**config.mk**
```make
export PLATFORM = sky130hd
export DESIGN_NAME = brg_top
export DESIGN_NICKNAME = d
export VERILOG_FILES = /design/src/rtl/brg_pkg.sv /design/src/rtl/brg_prescaler.sv /design/src/rtl/brg_divider.sv /design/src/rtl/brg_oversample.sv /design/src/rtl/brg_top.sv
export SDC_FILE = /design/constraint.sdc
export NUM_CORES = 1
export LEC_CHECK = 0
export ABC_AREA = 1
export BUFFER_PORTS_ARGS = -buffer_cell sky130_fd_sc_hd__buf_4
export CORE_MARGIN = 2
export CORE_UTILIZATION = 45
export CTS_CLUSTER_SIZE = 24
export DETAILED_ROUTE_END_ITERATION = 6
export HOLD_SLACK_MARGIN = 0.03
export PLACE_DENSITY = 0.62
export RECOVER_POWER = 25
export REMOVE_ABC_BUFFERS = 1
export SLEW_MARGIN = 20
export SYNTH_ARGS = -nofsm -noshare
export SYNTH_HDL_FRONTEND = slang
export SYNTH_SLANG_ARGS = --single-unit
```
**constraint.sdc**
```tcl
create_clock -name clk -period 1.4 [get_ports clk]
set_input_delay 0.21 -clock clk [delete_from_list [all_inputs] [get_ports clk]]
set_output_delay 0.21 -clock clk [all_outputs]
set_load 0.02 [all_outputs]
```
**src/rtl/brg_pkg.sv**
```systemverilog
package brg_pkg;

    typedef enum logic [1:0] {
        PS_DIV1  = 2'd0,
        PS_DIV4  = 2'd1,
        PS_DIV16 = 2'd2,
        PS_DIV64 = 2'd3
    } presc_e;

    localparam int PRE_W = 6;

    // terminal count of the prescaler for each select value
    function automatic logic [PRE_W-1:0] presc_last(presc_e sel);
        case (sel)
            PS_DIV1:  presc_last = 6'd0;
            PS_DIV4:  presc_last = 6'd3;
            PS_DIV16: presc_last = 6'd15;
            default:  presc_last = 6'd63;
        endcase
    endfunction

endpackage

```
**src/rtl/brg_prescaler.sv**
```systemverilog
module brg_prescaler
    import brg_pkg::*;
(
    input  logic   clk,
    input  logic   rst_n,
    input  logic   run,
    input  logic   clr,
    input  presc_e sel,
    output logic   pre_tick
);
    typedef struct packed {
        logic [PRE_W-1:0] pc;
    } st_t;

    st_t st_d, st_q;
    logic [PRE_W-1:0] last;

    always_comb begin
        last     = presc_last(sel);
        pre_tick = run && (st_q.pc == last);
        st_d     = st_q;
        if (clr)
            st_d.pc = '0;
        else if (st_q.pc == last)
            st_d.pc = '0;
        else
            st_d.pc = st_q.pc + 1'b1;
    end

    always_ff @(posedge clk or negedge rst_n) begin
        if (!rst_n) st_q <= '0;
        else        st_q <= st_d;
    end

    AST_PRE_RANGE: assert property (@(posedge clk) disable iff (!rst_n)
        $past(clr) |-> st_q.pc == '0);
endmodule

```
**src/rtl/brg_divider.sv**
```systemverilog
module brg_divider #(
    parameter int CNT_W = 8
) (
    input  logic             clk,
    input  logic             rst_n,
    input  logic             clr,
    input  logic             pre_tick,
    input  logic [CNT_W-1:0] n,
    output logic             os_tick
);
    typedef struct packed {
        logic [CNT_W-1:0] dc;
        logic             half;
    } st_t;

    st_t st_d, st_q;

    always_comb begin
        os_tick = pre_tick && (st_q.dc == n) && st_q.half;
        st_d    = st_q;
        if (clr) begin
            st_d = '0;
        end else if (pre_tick) begin
            if (st_q.dc == n) begin
                st_d.dc   = '0;
                st_d.half = ~st_q.half;
            end else begin
                st_d.dc = st_q.dc + 1'b1;
            end
        end
    end

    always_ff @(posedge clk or negedge rst_n) begin
        if (!rst_n) st_q <= '0;
        else        st_q <= st_d;
    end

    AST_DIV_RANGE: assert property (@(posedge clk) disable iff (!rst_n)
        !$past(clr) |-> st_q.dc <= n);
    AST_OS_PULSE: assert property (@(posedge clk) disable iff (!rst_n)
        os_tick |=> !os_tick);
endmodule

```
**src/rtl/brg_oversample.sv**
```systemverilog
module brg_oversample #(
    parameter int RATIO = 16
) (
    input  logic clk,
    input  logic rst_n,
    input  logic clr,
    input  logic os_tick,
    output logic bit_tick
);
    localparam int OC_W = $clog2(RATIO);
    localparam logic [OC_W-1:0] OC_LAST = OC_W'(RATIO - 1);

    typedef struct packed {
        logic [OC_W-1:0] oc;
    } st_t;

    st_t st_d, st_q;

    always_comb begin
        bit_tick = os_tick && (st_q.oc == OC_LAST);
        st_d     = st_q;
        if (clr)
            st_d.oc = '0;
        else if (os_tick)
            st_d.oc = (st_q.oc == OC_LAST) ? '0 : st_q.oc + 1'b1;
    end

    always_ff @(posedge clk or negedge rst_n) begin
        if (!rst_n) st_q <= '0;
        else        st_q <= st_d;
    end

    AST_BIT_WITH_OS: assert property (@(posedge clk) disable iff (!rst_n)
        bit_tick |-> os_tick);
endmodule

```
**src/rtl/brg_top.sv**
```systemverilog
module brg_top
    import brg_pkg::*;
#(
    parameter int CNT_W    = 8,
    parameter int OS_RATIO = 16
) (
    input  logic             clk,
    input  logic             rst_n,
    input  logic             enable,
    input  logic             wr_en,
    input  logic             wr_addr,
    input  logic [CNT_W-1:0] wr_data,
    output logic             os_tick,
    output logic             bit_tick
);
    typedef struct packed {
        presc_e           cs;
        logic [CNT_W-1:0] n;
    } cfg_t;

    cfg_t cfg_d, cfg_q;
    logic restart_d;
    logic pre_tick;

    always_comb begin
        cfg_d     = cfg_q;
        restart_d = wr_en || !enable;
        if (wr_en) begin
            if (wr_addr == 1'b0) cfg_d.cs = presc_e'(wr_data[1:0]);
            else                 cfg_d.n  = wr_data;
        end
    end

    always_ff @(posedge clk or negedge rst_n) begin
        if (!rst_n) cfg_q <= '{cs: PS_DIV1, n: '0};
        else        cfg_q <= cfg_d;
    end

    brg_prescaler u_pre (
        .clk      (clk),
        .rst_n    (rst_n),
        .run      (enable),
        .clr      (restart_d),
        .sel      (cfg_q.cs),
        .pre_tick (pre_tick)
    );

    brg_divider #(.CNT_W(CNT_W)) u_div (
        .clk      (clk),
        .rst_n    (rst_n),
        .clr      (restart_d),
        .pre_tick (pre_tick),
        .n        (cfg_q.n),
        .os_tick  (os_tick)
    );

    brg_oversample #(.RATIO(OS_RATIO)) u_os (
        .clk      (clk),
        .rst_n    (rst_n),
        .clr      (restart_d),
        .os_tick  (os_tick),
        .bit_tick (bit_tick)
    );

    AST_QUIET_AFTER_WRITE: assert property (@(posedge clk) disable iff (!rst_n)
        $past(wr_en) |-> !os_tick);
    AST_QUIET_AFTER_DISABLE: assert property (@(posedge clk) disable iff (!rst_n)
        $past(!enable) |-> !os_tick && !bit_tick);
endmodule

```
# Word level (Yosys, flattened, before mapping)
# Cells that the tools add are included.
totals:
  reg_bits: 29
  out_inout_bits: 2
  input_bits: 13
classes:
  n_eq_ne: 5
  n_reduce_logical: 13
  add_sub_neg: 3
  muxes: 10
  bitwise_logic: 2
ops:
  columns: ["op", "n"]
  rows:
  - ["9-bit 2-to-1 mux", 2]
  - ["6-bit one-hot mux with 3 select lines", 1]
  - ["4-bit 2-to-1 mux", 3]
  - ["6-bit 2-to-1 mux", 2]
  - ["8-bit by 1-bit adder with 8-bit output, second input constant", 1]
  - ["8-bit == test", 1]
  - ["8-bit 2-to-1 mux", 1]
  - ["6-bit by 1-bit adder with 6-bit output, second input constant", 1]
  - ["6-bit == test", 1]
  - ["2-bit AND reduction", 3]
  - ["2-bit nonzero test", 3]
  - ["4-bit by 1-bit adder with 4-bit output, second input constant", 1]
  - ["4-bit == test, second input constant", 1]
  - ["1-bit logical AND", 4]
  - ["2-bit by 1-bit == test with 1-bit output, second input constant", 1]
  - ["2-bit == test, second input constant", 1]
  - ["2-bit zero test", 1]
  - ["1-bit inverter", 2]
  - ["1-bit zero test", 1]
  - ["1-bit logical OR", 1]
  - ["1-bit 2-to-1 mux", 1]

# Depth between registers and ports, before layout
logic_depth:
  ltp_word: 8
  mapped_depth: 11

# Hierarchy
# From an unflattened synthesis, not the netlist that was laid out.
unflattened:
  cells_unflattened: 233
  hier_area_um2: 1675.4
modules_own_cells:
  columns: ["mod", "instances", "cells_per_inst", "area_per_inst_um2", "seq_area_each_um2"]
  rows:
  - ["brg_divider", 1, 112, 701.9, 225.2]
  - ["brg_top", 1, 47, 411.6, 250.2]
  - ["brg_prescaler", 1, 48, 337.8, 150.1]
  - ["brg_oversample", 1, 26, 224.0, 100.1]

# Worst setup path before layout
# OpenSTA, ideal clock, no wires.
synth_timing:
  kind: "register -> output"
  startpoint: "register cfg_q[9] (netlist bit)"
  endpoint: "output port bit_tick"
  n_path_buf: 0
  t_arrival_ps: 1481
  path_stages_with_launch: 8
  slack_ps: -291
  cell_sequence: "dfrtp_1 > nor2_1 > nand2_1 > o21ai_1 > inv_2 > nor2_4 > nand2_2 > nor3_1"
synth_via:
  elab_chain_len: 7
  word_cells_on_any_way: 9
synth_rtl:
  columns: ["item", "line_no", "text"]
  rows:
  - ["start, declared", "brg_top.sv:21", "cfg_t cfg_d, cfg_q;"]
  - ["start signal, assigned", "brg_top.sv:35", "if (!rst_n) cfg_q <= '{cs: PS_DIV1, n: '0};"]
  - ["start signal, assigned", "brg_top.sv:36", "else cfg_q <= cfg_d;"]
  - ["2-bit == test (tied with other cells)", "brg_pkg.sv:14", "case (sel)"]
  - ["6-bit one-hot mux with 3 select lines *", "brg_pkg.sv:14", null]
  - ["6-bit == test *", "brg_prescaler.sv:20", "pre_tick = run && (st_q.pc == last);"]
  - ["1-bit logical AND *", "brg_prescaler.sv:20", null]
  - ["1-bit logical AND * (2 in series)", "brg_divider.sv:19", "os_tick = pre_tick && (st_q.dc == n) && st_q.half;"]
  - ["1-bit logical AND *", "brg_oversample.sv:20", "bit_tick = os_tick && (st_q.oc == OC_LAST);"]
  - ["end, declared", "brg_top.sv:14", "output logic bit_tick"]
# Every way passes the cells marked *; elsewhere a longest branch is shown, timed or not.

# Final worst setup path
# Same ends and word-level chain as after synthesis.

==> metrics.md <==
| Metric | Value |
|---|---|
| Status | finished with violations |
| Violated checks | setup timing |
| CP Launch Type | register |
| DRC Markers | 0 |
| WHS | between 0.15 and 0.2 ns |
| Synthesized flop and latch total | 29 |
| Mapped Area | between 0.0015 and 0.002 mm2 |
| Top Ports | 15 |
| Sequential element share of the synthesized area | 42.12% |
| Largest net degree at the start of global routing | 30 |
| Crit path max fanout | 4 |
| Clock slew seen by the registers of the worst setup and hold paths | about 0.070 ns |
| Clock tree buffer depth | 2 |
| Ant. Diodes | 0 |
| Synth top area cells | dfrtp_1, nand2_1, nor2_1 |
| Grt met2 use | between 30 and 40% |
| Post-synth EDFFs | 0 |
| Critical path class | reg -> out |
| Total CTS buffers | 5 |
| Die Area | approximately 0.0043 mm2 |
| Share of layout cells above drive strength 1 | between 30% and 40% |
| Static leakage | ~1.3 nW |
| Pwr dens | approximately 890 mW/mm2 |
| Worst slew pin tran | roughly 0.73 ns |
| Async SR Flop Fraction | 100.0% |
| # nets final | 323 |
| Hold crit path type | in -> reg |
| Core ar. | 0.003661 mm2 |
| Hold path start | wr_data[7] |
| CTS Sinks | 29 |
| Tcrit/Tclk final | 128.1% |
| Crit end category | primary output |
| Via-per-instance ratio | around 4.7 |
| FF-to-FF path depth | 9 |
| Initial core utilization | a little under half |
| Max incr delay on CP | approximately 0.45 ns |
| Die height | 65.88 um |
| Peak Freq | about 560 MHz |
| RD Place Congestion | about 0.8 |
| Most frequent cell after synthesis | nand2_1 |
| Min cycle time layout | roughly 1.8 ns |
| Ys Warns | 0 |
| Hold Path Sink | cfg_q[7] |
| Grt ovf | 0 |
| Area leader, netlist | dfrtp_1 |
| RSZ-0062 raised after global routing | yes |
| First-pass detailed-route iteration total | 4 |
| CTS root buf | clkbuf_8 |
| Reg2reg end | u_os.st_q[2] |
| Buffers on Ports | 14 |
| Post-synthesis cell type count | 24 |
| Syn_area_per_cell | between 7 and 8 um2 |
| Post-Synthesis Cells | 245 |
| Hold Path Cell Cnt | 3 |
| Reg-to-Reg Start | u_div.st_q[1] |
| Routed vias | 1684 |
| Met3 Use GR | approximately 5% |
| Synth-to-Final Area Change | 42.41% |
| Die X | approximately 66 um |
| CP Data Arrival Time | ~1.6 ns |
| Layer with the highest usage | met2 |
| Setup ws final | -0.3936 ns |
| CP Buf/Inv Count | 1 |
| Clock Latency Late Sink | slightly below 0.3 ns |
| Setup Viol. Count Final | 12 |
| Fin. max-slew vios | 0 |
| Post-synth top flop | dfrtp_1 |
| Routed wire per std cell | around 11 um |
| Reg-to-reg slack, setup | -0.15 ns |
| Family with the most delay on the worst path | simple AND/OR/NAND/NOR gates |
| Slew headroom | around half |
| Critical path's slowest cell | dfrtp_2 |
| Iteration-0 DRC Markers | 64 |
| Row count | 22 |
| Fin. Hold Viols | 0 |
| Crit-path cells | nand2_1 -> nand2_1 -> o21ai_2 -> nand2_2 -> nor2_4 -> nand2_2 -> nor3_2 -> buf_4 |
| GRT Util Overall | around a fifth |
| Post-detail-place hpwl | between 2000 and 3000 um |
| Clk_skew | 0.005858 ns |
| Yosys top cell area share | a little over two fifths |
| H-tree level count | 2 |
| Final core utilization | between 60% and 70% |
| Pwr Total | between 2 and 2.5 mW |
| Post-Route WL | roughly 4000 um |
| TritonCTS clock tree | done |
| Final antenna-violating net count | 0 |
| Initial antenna violation count | 0 |
| Synth top cells by count | nand2_1, nor2_1, dfrtp_1, inv_1, nand3_1 |
| Routing usage on met1 | 25.95% |
| Critical Path RT | about 1.2 ns |
| Vias in the first global route | roughly 1600 |
| Max cap viols | 0 |
| First-pass GRT wire length | roughly 7000 um |
| Max IR drop VDD | a little under 0.0006 V |
-- through the flow --
stage / worst slack [ns] / TNS, ns / std cells / cell area (um2)
after floorplan: -0.2913 / -0.2913 / 242 / 1703
after global placement: -0.1617 / -0.6006 / 335 / 2101
after detailed placement: -0.1652 / -0.7908 / 335 / 2101
after CTS: -0.4017 / -1.392 / 351 / 2316
after global routing: -0.4841 / -3.120 / 356 / 2454
final: -0.3936 / -1.781 / 356 / 2454
-- timing repair --
action	in CTS	in global routing
hold buffers	1	0
pin swaps	6	19
setup endpoints to repair	10	19
buffers inserted	7	6
endpoints found under the hold margin	29	0
cloned	0	0
gates resized for setup	17	35
-- state kept, by name, indices dropped and copies added (netlist names) --
| signal | count |
|---|---|
| cfg_q | 10 |
| u_div.st_q | 9 |
| u_os.st_q | 4 |
| u_pre.st_q | 6 |
-- cell type report --
class	count	area (um2)
Clock inverter	1	5.005
Sequential cell	29	726.9
Fill cell	331	1207
Timing Repair Buffer	58	469.2
Tap cell	48	60.06
Clock buffer	7	96.34
Inverter	33	123.9
Multi-Input combinational cell	180	972.2
-- kinds of logic after synthesis --
group / synth area share, %
simple gates: 37.11
xor+xnor: 4.067
buf+inv: 8.351
compound gates: 6.173
fa+ha+maj: 2.179
flops: 42.12
-- worst min-delay path, stage by stage --
cell     delay [ns]
buf_4          0.07
nor2_1         0.03
a21oi_1        0.10
-- routing by layer --
metal / share of wire, % / vias to the layer above
li1: - / 890
met1: 46 / 757
met2: 49 / 26
met3: 2.8 / 11
met4: 2.2 / 0
met5: 0 / -
-- power breakdown --
part	switching [mW]	internal [mW]	leakage, nW
logic	0.245	0.223	0.848
registers	0.0472	0.887	0.377
clock network	0.330	0.444	0.0542
total	0.622	1.55	1.28
-- cell usage in the layout, fill, tap and decap left out, drive strengths merged, types with 3 or more instances in the layout --
| cell | instances |
|---|---|
| a21oi | 8 |
| buf | 56 |
| clkbuf | 8 |
| dfrtp | 29 |
| ha | 3 |
| inv | 33 |
| nand2 | 87 |
| nand3 | 17 |
| nand4 | 6 |
| nor2 | 35 |
| o21ai | 11 |
| xor2 | 6 |
-- worst max-delay path by stage --
stage / startpoint / endpoint / slack (ns) / depth (start not counted)
after detailed placement: u_div.st_q[8] / bit_tick / -0.17 / 9
after floorplan: cfg_q[9] / bit_tick / -0.29 / 7
after global routing: cfg_q[9] / bit_tick / -0.48 / 9
final: cfg_q[9] / bit_tick / -0.39 / 8
after CTS: u_div.st_q[2] / bit_tick / -0.40 / 9
after global placement: cfg_q[9] / bit_tick / -0.16 / 8
(Power assumes the default switching activity.)
